==> src/rtl/ipi_pkg.sv <==
package ipi_pkg;
  localparam int unsigned ID_W = 8;
  localparam int unsigned NIB_W = ID_W / 2;

  typedef enum logic [1:0] {
    SH_DEST   = 2'd0,
    SH_SELF   = 2'd1,
    SH_ALL    = 2'd2,
    SH_OTHERS = 2'd3
  } shorthand_e;

  localparam logic [1:0] FMT_FLAT    = 2'b00;
  localparam logic [1:0] FMT_CLUSTER = 2'b01;
  localparam logic [2:0] DLV_LOWEST  = 3'd1;
  localparam logic [ID_W-1:0] DEST_BCAST = '1;
endpackage

==> src/rtl/ipi_cpu_match.sv <==
module ipi_cpu_match
  import ipi_pkg::*;
#(
  parameter int unsigned IDX_W = 3,
  parameter int unsigned IDX   = 0
) (
  input  logic [ID_W-1:0]  dest_i,
  input  logic             dest_logical_i,
  input  logic [1:0]       shorthand_i,
  input  logic [IDX_W-1:0] sender_i,
  input  logic             present_i,
  input  logic [ID_W-1:0]  apic_id_i,
  input  logic [ID_W-1:0]  logical_id_i,
  input  logic [1:0]       fmt_i,
  output logic             hit_o
);
  logic is_self, phys_hit, flat_hit, clus_hit, log_hit, rule_hit;

  assign is_self  = (sender_i == IDX_W'(IDX));
  assign phys_hit = (dest_i == DEST_BCAST) || (dest_i == apic_id_i);
  assign flat_hit = |(logical_id_i & dest_i);
  assign clus_hit = (logical_id_i[ID_W-1:NIB_W] == dest_i[ID_W-1:NIB_W]) &&
                    (|(logical_id_i[NIB_W-1:0] & dest_i[NIB_W-1:0]));

  always_comb begin
    unique case (fmt_i)
      FMT_FLAT:    log_hit = flat_hit;
      FMT_CLUSTER: log_hit = clus_hit;
      default:     log_hit = 1'b0;
    endcase
  end

  always_comb begin
    unique case (shorthand_e'(shorthand_i))
      SH_DEST:   rule_hit = dest_logical_i ? log_hit : phys_hit;
      SH_SELF:   rule_hit = is_self;
      SH_ALL:    rule_hit = 1'b1;
      SH_OTHERS: rule_hit = !is_self;
      default:   rule_hit = 1'b0;
    endcase
  end

  assign hit_o = present_i && rule_hit;
endmodule

==> src/rtl/ipi_rr_pick.sv <==
module ipi_rr_pick #(
  parameter int unsigned NUM_CPU = 8,
  localparam int unsigned IDX_W = (NUM_CPU > 1) ? $clog2(NUM_CPU) : 1
) (
  input  logic               clk_i,
  input  logic               rst_ni,
  input  logic               advance_i,
  input  logic [NUM_CPU-1:0] cand_i,
  output logic [NUM_CPU-1:0] grant_o
);
  logic [IDX_W-1:0] ptr_q, pick_idx;
  logic             found;

  // search ptr+1 .. ptr (wrapping); the old holder is tried last
  always_comb begin
    found    = 1'b0;
    pick_idx = ptr_q;
    for (int k = 1; k <= int'(NUM_CPU); k++) begin
      int unsigned j;
      j = (int'(ptr_q) + k) % NUM_CPU;
      if (!found && cand_i[j]) begin
        found    = 1'b1;
        pick_idx = IDX_W'(j);
      end
    end
    grant_o = '0;
    if (found) grant_o[pick_idx] = 1'b1;
  end

  always_ff @(posedge clk_i or negedge rst_ni) begin
    if (!rst_ni)        ptr_q <= '0;
    else if (advance_i) ptr_q <= pick_idx;
  end
endmodule

==> src/rtl/ipi_dest_resolver.sv <==
module ipi_dest_resolver
  import ipi_pkg::*;
#(
  parameter int unsigned NUM_CPU = 8,
  localparam int unsigned IDX_W = (NUM_CPU > 1) ? $clog2(NUM_CPU) : 1
) (
  input  logic                    clk_i,
  input  logic                    rst_ni,
  input  logic                    cmd_valid_i,
  input  logic [7:0]              dest_i,
  input  logic                    dest_logical_i,
  input  logic [1:0]              shorthand_i,
  input  logic [2:0]              dlv_mode_i,
  input  logic [IDX_W-1:0]        sender_i,
  input  logic [NUM_CPU-1:0]      cpu_present_i,
  input  logic [NUM_CPU-1:0]      cpu_enabled_i,
  input  logic [NUM_CPU*8-1:0]    apic_id_i,
  input  logic [NUM_CPU*8-1:0]    logical_id_i,
  input  logic [NUM_CPU*2-1:0]    dest_fmt_i,
  output logic                    res_valid_o,
  output logic [NUM_CPU-1:0]      targets_o
);
  logic [NUM_CPU-1:0] match_vec, grant, nxt_targets;
  logic               is_lowest;

  for (genvar g = 0; g < NUM_CPU; g++) begin : g_cpu
    ipi_cpu_match #(.IDX_W(IDX_W), .IDX(g)) u_match (
      .dest_i         (dest_i),
      .dest_logical_i (dest_logical_i),
      .shorthand_i    (shorthand_i),
      .sender_i       (sender_i),
      .present_i      (cpu_present_i[g]),
      .apic_id_i      (apic_id_i[g*ID_W +: ID_W]),
      .logical_id_i   (logical_id_i[g*ID_W +: ID_W]),
      .fmt_i          (dest_fmt_i[g*2 +: 2]),
      .hit_o          (match_vec[g])
    );
  end

  assign is_lowest = (dlv_mode_i == DLV_LOWEST);

  ipi_rr_pick #(.NUM_CPU(NUM_CPU)) u_rr (
    .clk_i     (clk_i),
    .rst_ni    (rst_ni),
    .advance_i (cmd_valid_i && is_lowest),
    .cand_i    (match_vec & cpu_enabled_i),
    .grant_o   (grant)
  );

  assign nxt_targets = is_lowest ? grant : match_vec;

  always_ff @(posedge clk_i or negedge rst_ni) begin
    if (!rst_ni) begin
      res_valid_o <= 1'b0;
      targets_o   <= '0;
    end else begin
      res_valid_o <= cmd_valid_i;
      targets_o   <= cmd_valid_i ? nxt_targets : '0;
    end
  end
endmodule

==> config.mk <==
export PLATFORM = sky130hd
export DESIGN_NAME = ipi_dest_resolver
export DESIGN_NICKNAME = d
export VERILOG_FILES = /design/src/rtl/ipi_pkg.sv /design/src/rtl/ipi_cpu_match.sv /design/src/rtl/ipi_rr_pick.sv /design/src/rtl/ipi_dest_resolver.sv
export SDC_FILE = /design/constraint.sdc
export NUM_CORES = 1
export LEC_CHECK = 0
export BUFFER_PORTS_ARGS = -buffer_cell sky130_fd_sc_hd__buf_2
export CORE_UTILIZATION = 48
export CTS_CLUSTER_SIZE = 28
export DETAILED_ROUTE_END_ITERATION = 12
export PLACE_DENSITY = 0.84
export SLEW_MARGIN = 10
export SYNTH_ARGS = -nofsm -noshare
export SYNTH_HDL_FRONTEND = slang
export SYNTH_HIERARCHICAL = 1
export SYNTH_SLANG_ARGS = --single-unit
==> constraint.sdc <==
create_clock -name clk_i -period 3.95 [get_ports clk_i]
set_input_delay 1.185 -clock clk_i [delete_from_list [all_inputs] [get_ports clk_i]]
set_output_delay 1.185 -clock clk_i [all_outputs]
set_load 0.01 [all_outputs]
# --- Word-level counts from Yosys, hierarchy flattened ---
# Cells that the tools add are included.
totals:
  regBits: 12
  latchBits: 0
  ram_bits: 0
  rom_bits: 0
  word_cells: 209
  n_memories: 0
op_classes:
  addsub: 8
  n_mul: 0
  div_mod_pow: 0
  order_cmp: 10
  eq_ne: 36
  shifts: 0
  muxes: 61
  bitwise_logic: 17
  n_reduce_logical: 74
ops:
  columns: ["operator", "count"]
  rows:
  - ["$and 8x8->8", 9]
  - ["$eq 8x8->1", 8]
  - ["$reduce_or 8->1", 8]
  - ["$lt 3x4->1 const B", 9]
  - ["$and 4x4->4", 8]
  - ["$eq 4x4->1", 8]
  - ["$pmux 1 s4", 8]
  - ["$reduce_or 4->1", 8]
  - ["$logic_and 1x1->1", 25]
  - ["$mux 1", 25]
  - ["$bmux 1 s3", 8]
  - ["$mux 3", 8]
  - ["$mux 8", 3]
  - ["$eq 2x1->1 const B", 9]
  - ["$logic_not 2->1", 9]
  - ["$pmux 1 s2", 8]
  - ["$logic_not 1->1", 15]
  - ["$add 3x3->3 const B", 4]
  - ["$eq 3x3->1 const B", 4]
  - ["$eq 8x8->1 const B", 1]
  - ["$logic_or 1x1->1", 8]
  - ["$add 3x1->3 const B", 2]
  - ["$add 3x2->3 const B", 2]
  - ["$eq 3x1->1 const B", 2]
  - ["5 further kinds", 7]

# --- Longest topological paths before layout ---
depth:
  ltp_word: 39
  ltp_mapped: 16
  ltp_nobuf: 15

# --- By module ---
# Netlist, hierarchy kept.
modules_own_cells:
  columns: ["mod", "instances", "cells_each", "area_per_inst_um2", "seq_area_each_um2"]
  rows:
  - ["ipi_cpu_match at g_cpu[1].u_match ...", 6, 33, 262.8, 0.0]
  - ["ipi_rr_pick", 1, 120, 1106.1, 75.1]
  - ["ipi_dest_resolver", 1, 46, 464.2, 225.2]
  - ["ipi_cpu_match at g_cpu[0].u_match", 1, 32, 262.8, 0.0]
  - ["ipi_cpu_match at g_cpu[7].u_match", 1, 32, 254.0, 0.0]

# --- Worst setup path after synthesis ---
# Ideal clock, no wire load.
synth_path:
  path_kind: "input-to-reg"
  from: "in dest_i[5]"
  to: "reg targets_o[6]"
  setup_ns: 0.123
  t_arrival_ns: 4.292
  t_required_ns: 3.827
  slack_ns: -0.466
  stages: 15
  n_path_buf: 0
  path_cell_list: "ha_1 > nor4_2 > nor3_1 > a2111oi_1 > o22ai_1 > and2_1 > mux4_2 > or4_4 > a211oi_4 > nor2_1 > o21ai_2 > mux2i_1 > nor3b_1 > nand2_1 > mux2i_1"
synth_via:
  elab_chain_len: 38
synth_lines:
  columns: ["item", "line", "text"]
  rows:
  - ["start, declared", "ipi_dest_resolver.sv:10", "input logic [7:0] dest_i,"]
  - ["$and 8x8->8 / $eq 4x4->1 (equally long branches)", "ipi_cpu_match.sv:21, ipi_cpu_match.sv:22", null]
  - ["$reduce_or 8->1 / $logic_and 1x1->1 (equally long branches)", "ipi_cpu_match.sv:21, ipi_cpu_match.sv:22", null]
  - ["$pmux 1 s2", "ipi_cpu_match.sv:26", "unique case (fmt_i)"]
  - ["$mux 1 *", "ipi_cpu_match.sv:35", "SH_DEST: rule_hit = dest_logical_i ? log_hit : phys_hit;"]
  - ["$pmux 1 s4 *", "ipi_cpu_match.sv:34", "unique case (shorthand_e'(shorthand_i))"]
  - ["$logic_and 1x1->1 *", "ipi_cpu_match.sv:43", "assign hit_o = present_i && rule_hit;"]
  - ["via match_vec[5]", "ipi_dest_resolver.sv:23", "logic [NUM_CPU-1:0] match_vec, grant, nxt_targets;"]
  - ["$and 8x8->8 *", "ipi_dest_resolver.sv:46", ".cand_i (match_vec & cpu_enabled_i),"]
  - ["[24 not listed]", null, null]
  - ["$lt 3x4->1 (implied by the code) / $ge 3x1->1 (equally long branches)", "ipi_rr_pick.sv:27", "if (found) grant_o[pick_idx] = 1'b1;"]
  - ["$logic_and 1x1->1 (implied by the code)", "ipi_rr_pick.sv:27", null]
  - ["$mux 1 (implied by the code)", "ipi_rr_pick.sv:27", null]
  - ["$demux 1 s3", null, null]
  - ["$mux 8 *", "ipi_rr_pick.sv:27", null]
  - ["via grant[6]", "ipi_dest_resolver.sv:23", null]
  - ["$mux 8 *", "ipi_dest_resolver.sv:50", "assign nxt_targets = is_lowest ? grant : match_vec;"]
  - ["$mux 8 *", "ipi_dest_resolver.sv:58", "targets_o <= cmd_valid_i ? nxt_targets : '0;"]
  - ["end signal, assigned", "ipi_dest_resolver.sv:58", null]
  - ["end, declared", "ipi_dest_resolver.sv:21", "output logic [NUM_CPU-1:0] targets_o"]
# The timed path passes the listed nets; every way through them passes the cells marked *. The select of a mux whose other input is x is not followed.
# A chain may end at the register's enable or synchronous reset.

# --- Worst setup path in the final report ---
layout_path:
  from: "in dest_i[4]"
  to: "reg targets_o[6]"
# The elaborated chain is that of the path after synthesis.

==> reports/metrics.cfg <==
[run_status]
status=complete, but fails checks
violations=negative setup slack

[yosys]
yosysWarnings=6
yosysSeqAreaShare=0.0820
ys_async_sr_fraction=1.00
netlist_instances=428
synth_edf_count=0
ys_ff_latch=12
syn_avg_cell_area_um2=8.56
synth_largest_area_cell=xor2_1
synthFlopType=dfrtp_1
synth_area_leaders=xor2_1, ha_1, dfrtp_1
yosysTopAreaCellShare=0.158
syn-num-nets=642
syn_area_mm2=0.00366
ys_types=57

[timing]
rsz0062_at_grt=true
max_slew_margin=0.424
worst_slack_ps=-1050
final-hold-violation-count=0
min_period_ps=5000
max_freq_ghz=0.200
fin_worst_skew_ps=5.63
slew_violations=0
tns_ps=-10470
fin_crit_sh=1.26
tightest_slew_ps=856
finalSetupViolations=11

[clock_tree]
htree_levels=1
clockBufferDepth=2
clk_latency_ps=240
cts_root_buf=clkbuf_8
cts.sinks=12
ctsHoldBuffers=0
cts.clk_slew.worst_paths_ps=50
cts_buffers=3
cts_tree=yes

[final_layout]
fin_nets=933
layout_common_cells=buf_2, buf_4, xor2_1, nand2_1, a21oi_1
layout.cells.most_common=buf_2
fillers=359
syn2layout_area_growth_pct=67.4
drive_above_1_share=0.566

[route]
postRouteAntennaNets=0
routed_via_density=6.71
drc=0
drt_iter0_markers=814
wl_per_cell_um=22.7
first_pass_iters=9
vias=5486
routed_wl_mm=18.5

[setup_path]
cp_max_fo=6
setup.worst_path.end_class=flip-flop
critPathArrivalTime_ps=5110
max_stage_delay_ps=560
required_ps=4060
slowest_stage=nor4_1
cp_common_cell=buf_6
crit_chain=buf_12 > bufbuf_16 > buf_4 > buf_6 > xor2_1 > nor4_1 > a21oi_1 > o22ai_2 > and2_4 > mux4_2 > or3b_1 > a211oi_4 > nor2_1 > o21ai_2 > buf_6 > mux2i_4 > nor3b_2 > nand2_1 > mux2i_1
cp-start-kind=input port
worstSetupPathType=input port to flip-flop

[global_route]
grt_pass1_vias=5256
grt_first_pass_wirelength_mm=25.5
gr-total-overflow=0
grt_start_max_net_pins=27
grtUsageMet3=0.118
grtUsageMet1=0.476
grt.busiest_layer=met2
gr-usage-all-layers=0.425
use_met2=0.713
antenna_found_initial=1

[placement]
port_buffers=188
place_ws_ps=-1100
place_hpwl_mm=11.6
gp_congestion=0.938

[floorplanning]
fp.dieH_um=89.4
row_count=31
num_io_pins=189
fp.dieArea_mm2=0.00799
start_util=0.500
coreArea_mm2=0.00733
fp.dieW_um=89.4

[power_and_ir_drop]
ir_worst_vdd_v=0.000464
power_frac_comb=0.896
cellPowerDensity_mw_per_mm2=470
finalPower_mw=2.88
clkPwrFrac=0.038
power.switching_mw=1.45
p_sw_frac=0.502
seqPwrFrac=0.066
internal-power_mw=1.44
power_leakage_nw=2.81

[flow_run]
max_cap_viol_count=0

[min_path]
hold_class=flip-flop to flip-flop

kinds of logic (layout without fill, tap and decap cells):
logic type,count (synthesis),count (layout),share of synthesized area
compound gates,86,86,0.179
mux,44,44,0.161
xor+xnor,69,69,0.165
buf+inv,18,306,0.0301
fa+ha+maj,34,34,0.116
simple gates,165,166,0.267
other cells,0,1,0
flops,12,12,0.0820
routing by layer:
layer / vias to the layer above / share of wire
li1: 2260 / -
met1: 2466 / 0.32
met2: 546 / 0.46
met3: 214 / 0.13
met4: 0 / 0.095
met5: - / 0
worst paths after layout:
kind                                     from  depth (start not counted)  slack (ps)       endpoint
max in group asynchronous              rst_ni                          1        2900   targets_o[4]
worst max-delay path                dest_i[4]                         19       -1050   targets_o[6]
min in group asynchronous              rst_ni                          1         820  u_rr/ptr_q[0]
worst min-delay path            u_rr/ptr_q[1]                          2         810  u_rr/ptr_q[1]
worst max register to register  u_rr/ptr_q[0]                         12         500   targets_o[6]
worst min register to register  u_rr/ptr_q[1]                          2         810  u_rr/ptr_q[1]
worst max-delay path: cells and delay by family:
family                    cells  cell delay (ps)
AOI/OAI and AO/OA             4              830
xor gates and xnor gates      1              130
buffers and inverters         5              820
muxes                         3              670
and+or+nand+nor               6             1450
state kept, by name, indices dropped and copies added (netlist names):
register	flops
targets_o	8
u_rr/ptr_q	3
res_valid_o	1
timing repair:
action                                 CTS  global route
gates resized for setup                 34            39
buffers inserted                        22            10
setup endpoints to repair               11            11
gates cloned                             2             0
endpoints found under the hold margin    0             0
pin swaps                               17            27
synth_stat cells (4+ instances only):
cell type and number:
nor3b_1 7, nor4_2 7, mux2i_1 17, xor2_1 66, mux2_2 17, a21oi_1 19
dfrtp_1 12, and2_1 9, nor3_1 17, nand2b_1 15, nand2_1 35, nor4_1 17
buf_2 4, o41ai_1 8, nor2_1 17, o22ai_1 7, mux4_2 9, buf_6 4
inv_1 7, ha_1 34, nand3b_1 12, a2111oi_1 7, nand4_1 16, a22oi_1 17
power by group through the flow:
stage | combinational [mW] | sequential [mW] | clock (mW)
final | 2.58 | 0.190 | 0.108
after global routing | 2.70 | 0.193 | 0.117
after CTS | 2.10 | 0.187 | 0.110
after detailed placement | 1.87 | 0.188 | 0
after global placement | 1.83 | 0.187 | 0
after floorplan | 1.34 | 0.171 | 0
through the flow:
step / area, µm² / instances / hold slack (ps) / utilization
after floorplan: 3800 / 428 / 828 / -
after global routing: 6130 / 817 / 834 / 0.836
after global placement: 5450 / 779 / 754 / 0.743
after detailed placement: 5450 / 779 / 771 / 0.743
after CTS: 5840 / 806 / 791 / 0.796
final: 6130 / 817 / 809 / 0.836
area by class of cell:
cell class / count / area [µm²] / area share
flip-flops and latches: 12 / 300 / 0.0490
multi-input cells: 399 / 3670 / 0.599
repair buffers: 296 / 1960 / 0.320
diodes: 1 / 2.50 / 0.000408
inverters: 7 / 26.3 / 0.00428
clock buffers: 3 / 41.3 / 0.00673
well taps: 99 / 124 / 0.0202
Note: power is estimated with default switching activity, not from simulation.
